===== src/rtl/vfmt_pkg.sv =====
package vfmt_pkg;

   typedef struct packed {
      logic hs;
      logic vs;
      logic hb;
      logic vb;
   } sync_t;

   localparam int SYNC_SLOTS = 4;

   typedef enum logic {
      FMT_DIRECT = 1'b0,
      FMT_SERIAL = 1'b1
   } fmt_e;

endpackage


===== src/rtl/vfmt_phase.sv =====
module vfmt_phase #(
   parameter int PIX_CLKS = 4,
   localparam int PH_W    = $clog2(PIX_CLKS)
) (
   input  logic            clk,
   input  logic            rst_n,
   output logic [PH_W-1:0] ph,
   output logic            take
);

   localparam logic [PH_W-1:0] PH_LAST = PH_W'(PIX_CLKS - 1);

   always_ff @(posedge clk) begin
      if (!rst_n) begin
         ph <= '0;
      end else if (ph == PH_LAST) begin
         ph <= '0;
      end else begin
         ph <= ph + 1'b1;
      end
   end

   assign take = (ph == PH_LAST);

endmodule


===== src/rtl/vfmt_linebuf.sv =====
module vfmt_linebuf #(
   parameter int CH_W     = 4,
   parameter int LINE_PIX = 320,
   localparam int RGB_W   = 3 * CH_W,
   localparam int COL_W   = (LINE_PIX > 1) ? $clog2(LINE_PIX) : 1
) (
   input  logic             clk,
   input  logic             rst_n,
   input  logic             take,
   input  logic             blank,
   input  logic             dbl_row,
   input  logic             dim_en,
   input  logic [RGB_W-1:0] rgb_in,
   output logic [RGB_W-1:0] rgb_src
);

   localparam logic [COL_W-1:0] COL_LAST = COL_W'(LINE_PIX - 1);

   logic [COL_W-1:0] col;
   logic [RGB_W-1:0] mem [LINE_PIX];
   logic [RGB_W-1:0] replay;
   logic [RGB_W-1:0] raw;
   logic             darken;

   // column tracking: rewinds on blank, saturates at the last slot
   always_ff @(posedge clk) begin
      if (!rst_n) begin
         col <= '0;
      end else if (take) begin
         if (blank) begin
            col <= '0;
         end else if (col != COL_LAST) begin
            col <= col + 1'b1;
         end
      end
   end

   // the first copy of a row fills the buffer
   always_ff @(posedge clk) begin
      if (take && !blank && !dbl_row) begin
         mem[col] <= rgb_in;
      end
   end

   assign replay = mem[col];
   assign raw    = dbl_row ? replay : rgb_in;
   assign darken = dbl_row && dim_en;

   for (genvar c = 0; c < 3; c++) begin : g_chan
      logic [CH_W-1:0] chan;
      assign chan = raw[c*CH_W +: CH_W];
      assign rgb_src[c*CH_W +: CH_W] = darken ? (chan >> 1) : chan;
   end

endmodule


===== src/rtl/vfmt_pins.sv =====
module vfmt_pins
   import vfmt_pkg::*;
#(
   parameter int CH_W        = 4,
   parameter int DIRECT_BITS = 2,
   localparam int PH_W       = $clog2(CH_W),
   localparam int RGB_W      = 3 * CH_W,
   localparam int PINS       = 3 * DIRECT_BITS + 2
) (
   input  logic             mode_ser,
   input  logic [PH_W-1:0]  ph,
   input  logic [RGB_W-1:0] rgb,
   input  sync_t            sy,
   input  logic             irq,
   output logic [PINS-1:0]  pins
);

   localparam logic [PH_W-1:0] PH_LAST = PH_W'(CH_W - 1);

   logic [PINS-1:0] direct_w;
   logic [PINS-1:0] serial_w;
   logic [2:0]      ser_col;
   logic [PH_W-1:0] bit_sel;
   logic [CH_W-1:0] sync_slots;

   assign bit_sel = PH_LAST - ph;

   // sync flags occupy the leading slots, sent first-slot-first
   always_comb begin
      sync_slots = '0;
      sync_slots[CH_W-1 -: SYNC_SLOTS] = {sy.hs, sy.vs, sy.hb, sy.vb};
   end

   for (genvar c = 0; c < 3; c++) begin : g_chan
      logic [CH_W-1:0] chan;
      assign chan = rgb[c*CH_W +: CH_W];
      assign direct_w[c*DIRECT_BITS +: DIRECT_BITS] = chan[CH_W-1 -: DIRECT_BITS];
      assign ser_col[c] = chan[bit_sel];
   end

   assign direct_w[3*DIRECT_BITS]     = sy.vs;
   assign direct_w[3*DIRECT_BITS + 1] = sy.hs;

   always_comb begin
      serial_w      = '0;
      serial_w[2:0] = ser_col;
      serial_w[3]   = sync_slots[bit_sel];
      serial_w[4]   = ~ph[0];
      serial_w[5]   = (ph == PH_LAST);
      serial_w[6]   = irq;
   end

   assign pins = (fmt_e'(mode_ser) == FMT_SERIAL) ? serial_w : direct_w;

endmodule


===== src/rtl/vfmt_top.sv =====
module vfmt_top
   import vfmt_pkg::*;
#(
   parameter int CH_W        = 4,
   parameter int PIX_CLKS    = 4,
   parameter int DIRECT_BITS = 2,
   parameter int LINE_PIX    = 320,
   localparam int RGB_W      = 3 * CH_W,
   localparam int PINS       = 3 * DIRECT_BITS + 2
) (
   input  logic             clk,
   input  logic             rst_n,
   input  logic             mode_ser,
   input  logic             dim_en,
   input  logic             dbl_row,
   input  logic [RGB_W-1:0] pix_rgb,
   input  logic             hs_in,
   input  logic             vs_in,
   input  logic             hb_in,
   input  logic             vb_in,
   output logic             pix_next,
   output logic [PINS-1:0]  vid_pins
);

   localparam int PH_W = $clog2(PIX_CLKS);

   if (PIX_CLKS != CH_W) begin : g_bad_clks
      $error("vfmt_top: PIX_CLKS must equal CH_W");
   end
   if (CH_W < SYNC_SLOTS) begin : g_bad_ch
      $error("vfmt_top: CH_W must cover the sync slots");
   end
   if (DIRECT_BITS < 1 || DIRECT_BITS > CH_W || PINS < 8) begin : g_bad_pins
      $error("vfmt_top: DIRECT_BITS out of range");
   end
   if (LINE_PIX < 2) begin : g_bad_line
      $error("vfmt_top: LINE_PIX too small");
   end

   logic [PH_W-1:0]  ph;
   logic             take;
   logic             blank;
   logic [RGB_W-1:0] src_rgb;
   sync_t            cur_sync;
   logic [RGB_W-1:0] cur_rgb;
   logic             irq_q;

   assign blank = hb_in | vb_in;

   vfmt_phase #(.PIX_CLKS(PIX_CLKS)) u_phase (
      .clk  (clk),
      .rst_n(rst_n),
      .ph   (ph),
      .take (take)
   );

   vfmt_linebuf #(.CH_W(CH_W), .LINE_PIX(LINE_PIX)) u_buf (
      .clk    (clk),
      .rst_n  (rst_n),
      .take   (take),
      .blank  (blank),
      .dbl_row(dbl_row),
      .dim_en (dim_en),
      .rgb_in (pix_rgb),
      .rgb_src(src_rgb)
   );

   // pixel register: loaded once per pixel period
   always_ff @(posedge clk) begin
      if (!rst_n) begin
         cur_sync <= '0;
         cur_rgb  <= '0;
         irq_q    <= 1'b0;
      end else if (take) begin
         cur_sync <= '{hs: hs_in, vs: vs_in, hb: hb_in, vb: vb_in};
         cur_rgb  <= blank ? '0 : src_rgb;
         irq_q    <= vb_in & ~cur_sync.vb;
      end
   end

   vfmt_pins #(.CH_W(CH_W), .DIRECT_BITS(DIRECT_BITS)) u_pins (
      .mode_ser(mode_ser),
      .ph      (ph),
      .rgb     (cur_rgb),
      .sy      (cur_sync),
      .irq     (irq_q),
      .pins    (vid_pins)
   );

   assign pix_next = take;

endmodule


===== config.mk =====
export PLATFORM = sky130hd
export DESIGN_NAME = vfmt_top
export DESIGN_NICKNAME = d
export VERILOG_FILES = /design/src/rtl/vfmt_pkg.sv /design/src/rtl/vfmt_phase.sv /design/src/rtl/vfmt_linebuf.sv /design/src/rtl/vfmt_pins.sv /design/src/rtl/vfmt_top.sv
export SDC_FILE = /design/constraint.sdc
export NUM_CORES = 2
export LEC_CHECK = 0
export BUFFER_PORTS_ARGS = -buffer_cell sky130_fd_sc_hd__buf_2
export CAP_MARGIN = 20
export CORE_MARGIN = 1
export CORE_UTILIZATION = 60
export CTS_CLUSTER_SIZE = 28
export DETAILED_ROUTE_END_ITERATION = 8
export PLACE_DENSITY = 0.76
export RECOVER_POWER = 25
export SYNTH_ARGS = -nofsm -noshare
export SYNTH_HDL_FRONTEND = slang
export SYNTH_SLANG_ARGS = --single-unit

===== constraint.sdc =====
create_clock -name clk -period 4.5 [get_ports clk]
set_clock_uncertainty 0.05 [all_clocks]
set_input_delay 0.675 -clock clk [delete_from_list [all_inputs] [get_ports clk]]
set_output_delay 0.675 -clock clk [all_outputs]
set_load 0.02 [all_outputs]

==> Word level (Yosys, flattened, before mapping) <==
Memories as Yosys holds them, arrays and structs flattened. A register that Yosys moved wholly into a read port is not among the register bits.
Cells that the tools add are included.
{ "word_totals": {"register_bits": 28, "ramBits": 3840, "out_inout_bits": 9, "memories": 1} }
{ "mem_list": {"columns": ["name", "depth", "word_bits", "rd", "rd_ports_with_merged_regs", "wr", "line", "source"], "rows": [
  ["u_buf.mem", 320, 12, 1, 1, 1, "vfmt_linebuf.sv:20", "logic [RGB_W-1:0] mem [LINE_PIX];"]
]} }
{ "classes": {"addsub": 3, "order_cmp": 1, "n_eq_ne": 2, "n_mux": 20, "bitwise_logic": 5, "reduce_logical": 8} }
{ "ops": {"columns": ["operator", "n"], "rows": [
  ["2-to-1 mux 9 bit", 4],
  ["2-to-1 mux 12 bit", 2],
  ["2-to-1 mux 4 bit", 3],
  ["adder 9 x 1 -> 9 bit (second input constant)", 1],
  ["!= test 9 bit (second input constant)", 1],
  ["binary-select mux 1 bit (select 2 bit)", 4],
  ["2-to-1 mux 8 bit", 1],
  ["2-to-1 mux 1 bit", 6],
  ["logical AND 1 bit", 3],
  ["less-than comparator 2 x 3 -> 1 bit (second input constant)", 1],
  ["inverter 1 bit", 3],
  ["adder 2 x 1 -> 2 bit (second input constant)", 1],
  ["== test 2 bit (second input constant)", 1],
  ["zero test 1 bit", 2],
  ["AND reduction 2 bit", 1],
  ["nonzero test 2 bit", 1],
  ["OR reduction 2 bit", 1],
  ["subtractor 2 bit (first input constant)", 1],
  ["AND 1 bit", 1],
  ["OR 1 bit", 1]
]} }

==> Longest topological paths before layout <==
{ "depth": {"word_depth": 6, "ltp_mapped": 15, "mapped_depth_nobuf": 8} }

==> Modules after synthesis <==
Synthesis repeated with hierarchy kept, for this count alone.
{ "unflattened": {"hier_cells": 7026, "area_unflattened_um2": 150451.8} }
{ "by_module_without_submodules": {"columns": ["module", "n_inst", "cells_each", "area_each_um2", "seq_area_each_um2"], "rows": [
  ["vfmt_linebuf", 1, 6917, 149377.0, 115670.9],
  ["vfmt_top", 1, 71, 780.7, 340.3],
  ["vfmt_pins", 1, 33, 220.2, 0.0],
  ["vfmt_phase", 1, 5, 73.8, 40.0]
]} }

==> Least setup slack after synthesis <==
Ideal clock, no wire load.
{ "synth_path": {"kind": "register to register", "startpoint": "reg u_phase.ph[1]", "endpoint": "mem u_buf.mem[110][0] (netlist bit), enable pin", "setup_ns": 0.380, "arrival_ns": 2.730, "t_required_ns": 4.070, "slack_ns": 1.339, "stages_incl_launch_ff": 9, "n_path_buf": 2, "period_less_slack_ns": 3.161, "cell_sequence": "dfxtp_1 > ha_1 > clkbuf_1 > nand2_1 > nor2_1 > and2_1 > nand3_1 > clkbuf_1 > nor2_1"} }
{ "synth_via": {"elab_chain_cells": 5} }
{ "synth_rtl": {"columns": ["item", "line", "source"], "rows": [
  ["start: declaration", "vfmt_phase.sv:7", "output logic [PH_W-1:0] ph,"],
  ["start signal: assignment", "vfmt_phase.sv:19", "ph <= ph + 1'b1;"],
  ["== test 2 bit", "vfmt_phase.sv:23", "assign take = (ph == PH_LAST);"],
  ["net pix_next", "vfmt_top.sv:21", "output logic pix_next,"],
  ["logical AND 1 bit (2 in a row)", "vfmt_linebuf.sv:40", "if (take && !blank && !dbl_row) begin"],
  ["2-to-1 mux 1 bit", "vfmt_linebuf.sv:40", null],
  ["2-to-1 mux 1 bit (implied by the code)", "vfmt_linebuf.sv:41", "mem[col] <= rgb_in;"],
  ["end: declaration", "vfmt_linebuf.sv:20", null]
]} }
The timed path passes the listed nets, and every way through them passes these cells.

==> results.json <==
{
  "critPathSlowestCell": "dfxtp_4",
  "worstSetupPathType": "reg2reg",
  "htreeDepth": 5,
  "clockRootBuffer": "clkbuf_16",
  "fp.dieW_um": 502.4,
  "syn_nets": 6815,
  "cts_sinks": 3877,
  "rsz0062_at_grt": "no",
  "path_clk_slew_ns": 0.07,
  "drive_gt1_frac": 0.2916,
  "rrSetupSlack_ns": 0.02,
  "drc": 0,
  "dp.cells": 10430,
  "portBuffers": 29,
  "detail-route-antenna-nets": 0,
  "numCtsBuffers": 390,
  "initial_core_util": 0.6037,
  "hp-class": "in2reg",
  "total_power_mw": 73.29,
  "setup_viol": 0,
  "synthFlopType": "edfxtp_1",
  "synth_cell_types": 86,
  "synthArstFlopShare": 0,
  "dp_hpwl_mm": 246.1,
  "cts.path.max_buffers": 4,
  "pin_count": 30,
  "reg2regPathDepth": 11,
  "drv_slew": 1573,
  "die_area_um2": 252400,
  "period_share": 0.9954,
  "min_from": "dbl_row",
  "routabilityCongestion": 0.9943,
  "power_density_nw_per_um2": 429.8,
  "netlist.area_leader.share": 0.7674,
  "nNetsFinal": 7535,
  "end_kind": "flip-flop",
  "maxCapViolations": 14,
  "synth.most_common_cell": "edfxtp_1",
  "status": "finished with violations",
  "synth_area_um2": 150300,
  "drtPass1Iterations": 6,
  "vias": 78360,
  "grt_max_degree": 171,
  "die_y_um": 502.4,
  "wirelength_mm": 410.5,
  "setup_tns_ns": 0,
  "max_stage_delay_ns": 0.85,
  "cp_cell_sequence": "buf_12 > buf_12 > mux4_2 > o22ai_1 > nor4_1 > a21oi_1 > buf_4 > o21ai_0 > nand2_1 > o221a_2 > o21ai_0",
  "antenna_found_initial": 17,
  "cp_data_arrival_time_ns": 5.36,
  "netlist_instances": 6789,
  "vias_per_cell": 7.035,
  "clk_latency_ns": 0.99,
  "tightestPinTransition_ns": 4.379,
  "yosys-top-cells-area": "edfxtp_1, mux4_2, mux2i_1, nor2_1, a22oi_1",
  "wire_per_inst_um": 36.85,
  "finalNonFillerCells": 11140,
  "row_count": 183,
  "synth_edf_count": 3840,
  "finalCriticalPeriod_ns": 4.479,
  "ys_top_cells_by_count": "edfxtp_1, mux4_2, nor2_1",
  "max_freq_mhz": 223.3,
  "critPathRequiredTime_ns": 5.38,
  "syn2layout_area_growth_pct": 13.47,
  "overflow": 0,
  "yosys_warnings": 0,
  "violations": "max-capacitance violations, max-slew violations",
  "yosysSeqAreaShare": 0.7723,
  "cp_max_fo": 30,
  "syn_area_per_cell_um2": 22.13,
  "cts_resized": 0,
  "core_um2": 248900,
  "first_iter_violations": 13310,
  "max_slew_margin": -1.920,
  "holdWs_ns": 0.07853,
  "start_kind": "flip-flop",
  "ys_ff_latch": 3877,
  "critPathCapture": "cur_rgb[2]",
  "leakage_nw": 52.66,
  "grt_pass1_vias": 77350,
  "yosysTopAreaCell": "edfxtp_1",
  "finalHoldViolations": 0,
  "timing.rr.end": "cur_rgb[2]",
  "cts_tree": "built",
  "grt_use_total": 0.3271,
  "grt_pass1_wl_mm": 574.6,
  "peakVddDrop_v": 0.0004567
}
==> worst min path at each step <==
| stage | endpoint | slack [ns] | cells past startpoint |
|---|---|---|---|
| after floorplan | cur_rgb[11] | 0.41 | 1 |
| after global placement | cur_sync[0] | 0.43 | 2 |
| after detailed placement | cur_sync[1] | 0.45 | 2 |
| after CTS | cur_rgb[11] | 0.03 | 3 |
| after global routing | cur_rgb[11] | 0.07 | 3 |
| final | cur_rgb[11] | 0.08 | 3 |
==> registers in the layout, summed over array words and instances, names as in the netlist, named ones only <==
register,count
u_buf.mem,3840
cur_rgb,12
irq_q,1
u_phase.ph,2
cur_sync,4
u_buf.col,9
==> repair_timing <==
item	in CTS	in global routing
endpoints found under the setup margin	1	1
setup buffers	1	3
hold buffers	9	0
endpoints found under the hold margin	6	0
==> metrics by stage <==
stage               utilization  worst slack (ns)  instance area, um2
finish                   0.6850           0.02077              170500
detailed placement       0.6362           0.01503              158400
floorplan                     -             1.339              150300
global route             0.6850            0.1021              170500
CTS                      0.6855            0.1209              170600
global placement         0.6362          0.006151              158400
==> cells by family (layout without fill, tap and decap cells) <==
family | after synthesis | after routing | share of synthesized area
and+or+nand+nor | 754 | 754 | 0.02251
xor gates and xnor gates | 8 | 8 | 0.0004663
AOI/OAI and AO/OA | 440 | 440 | 0.02127
other | 0 | 6 | 0
DFF | 3877 | 3877 | 0.7723
buffers and inverters | 412 | 1426 | 0.01591
muxes | 1293 | 1293 | 0.1671
adders and majority gates | 5 | 5 | 0.0004163
==> final cells by class <==
type,instances,area [um2]
clock buffer,459,10110
clock inverter,227,2034
tap,3330,4167
inverter,13,57.56
multi-input combinational,2500,31910
antenna,6,15.01
timing repair buffer,727,6128
sequential,3877,116100
fill,14460,78390
==> critical path, delay by kind of cell, from the launching register on <==
kind / cells / cell delay, ns
multiplexers: 1 / 0.26
flip-flops: 1 / 0.85
AO/OA/AOI/OAI: 5 / 1.44
AND/OR/NAND/NOR: 2 / 0.90
buffers and inverters: 3 / 0.87
==> routing by layer <==
| layer | share of wire | vias up | track usage |
|---|---|---|---|
| li1 | - | 30090 | - |
| met1 | 0.35 | 40570 | 0.4504 |
| met2 | 0.46 | 6570 | 0.4925 |
| met3 | 0.14 | 1121 | 0.09147 |
| met4 | 0.056 | 12 | 0.1506 |
| met5 | 0.00020 | - | 0 |
==> where the power goes <==
part	internal, mW	leakage, nW	total [mW]	switching [mW]
clock	17.9	5.96	31.3	13.4
sequential	39.7	34.8	39.7	0.0117
combinational	0.845	11.9	2.23	1.39
==> placed cells by master (no fill, tap or decap), drive strengths merged, types with 14 or more instances in the layout <==
master,netlist,layout
a211oi,33,33
nor2b,32,32
a21oi,57,57
inv,12,17
clkinv,1,175
nor3,18,18
o21ai,24,24
nand2b,18,18
dfxtp,37,37
clkinvlp,0,14
clkbuf,107,483
nor4,14,14
and2,21,21
o22ai,63,63
a221oi,41,41
buf,290,693
a22oi,128,128
nand3,29,29
and3,20,20
bufinv,0,34
edfxtp,3840,3840
mux2i,300,300
nand2,154,154
nor2,394,394
mux4,962,962
mux2,31,31
(Power assumes the default switching activity.)
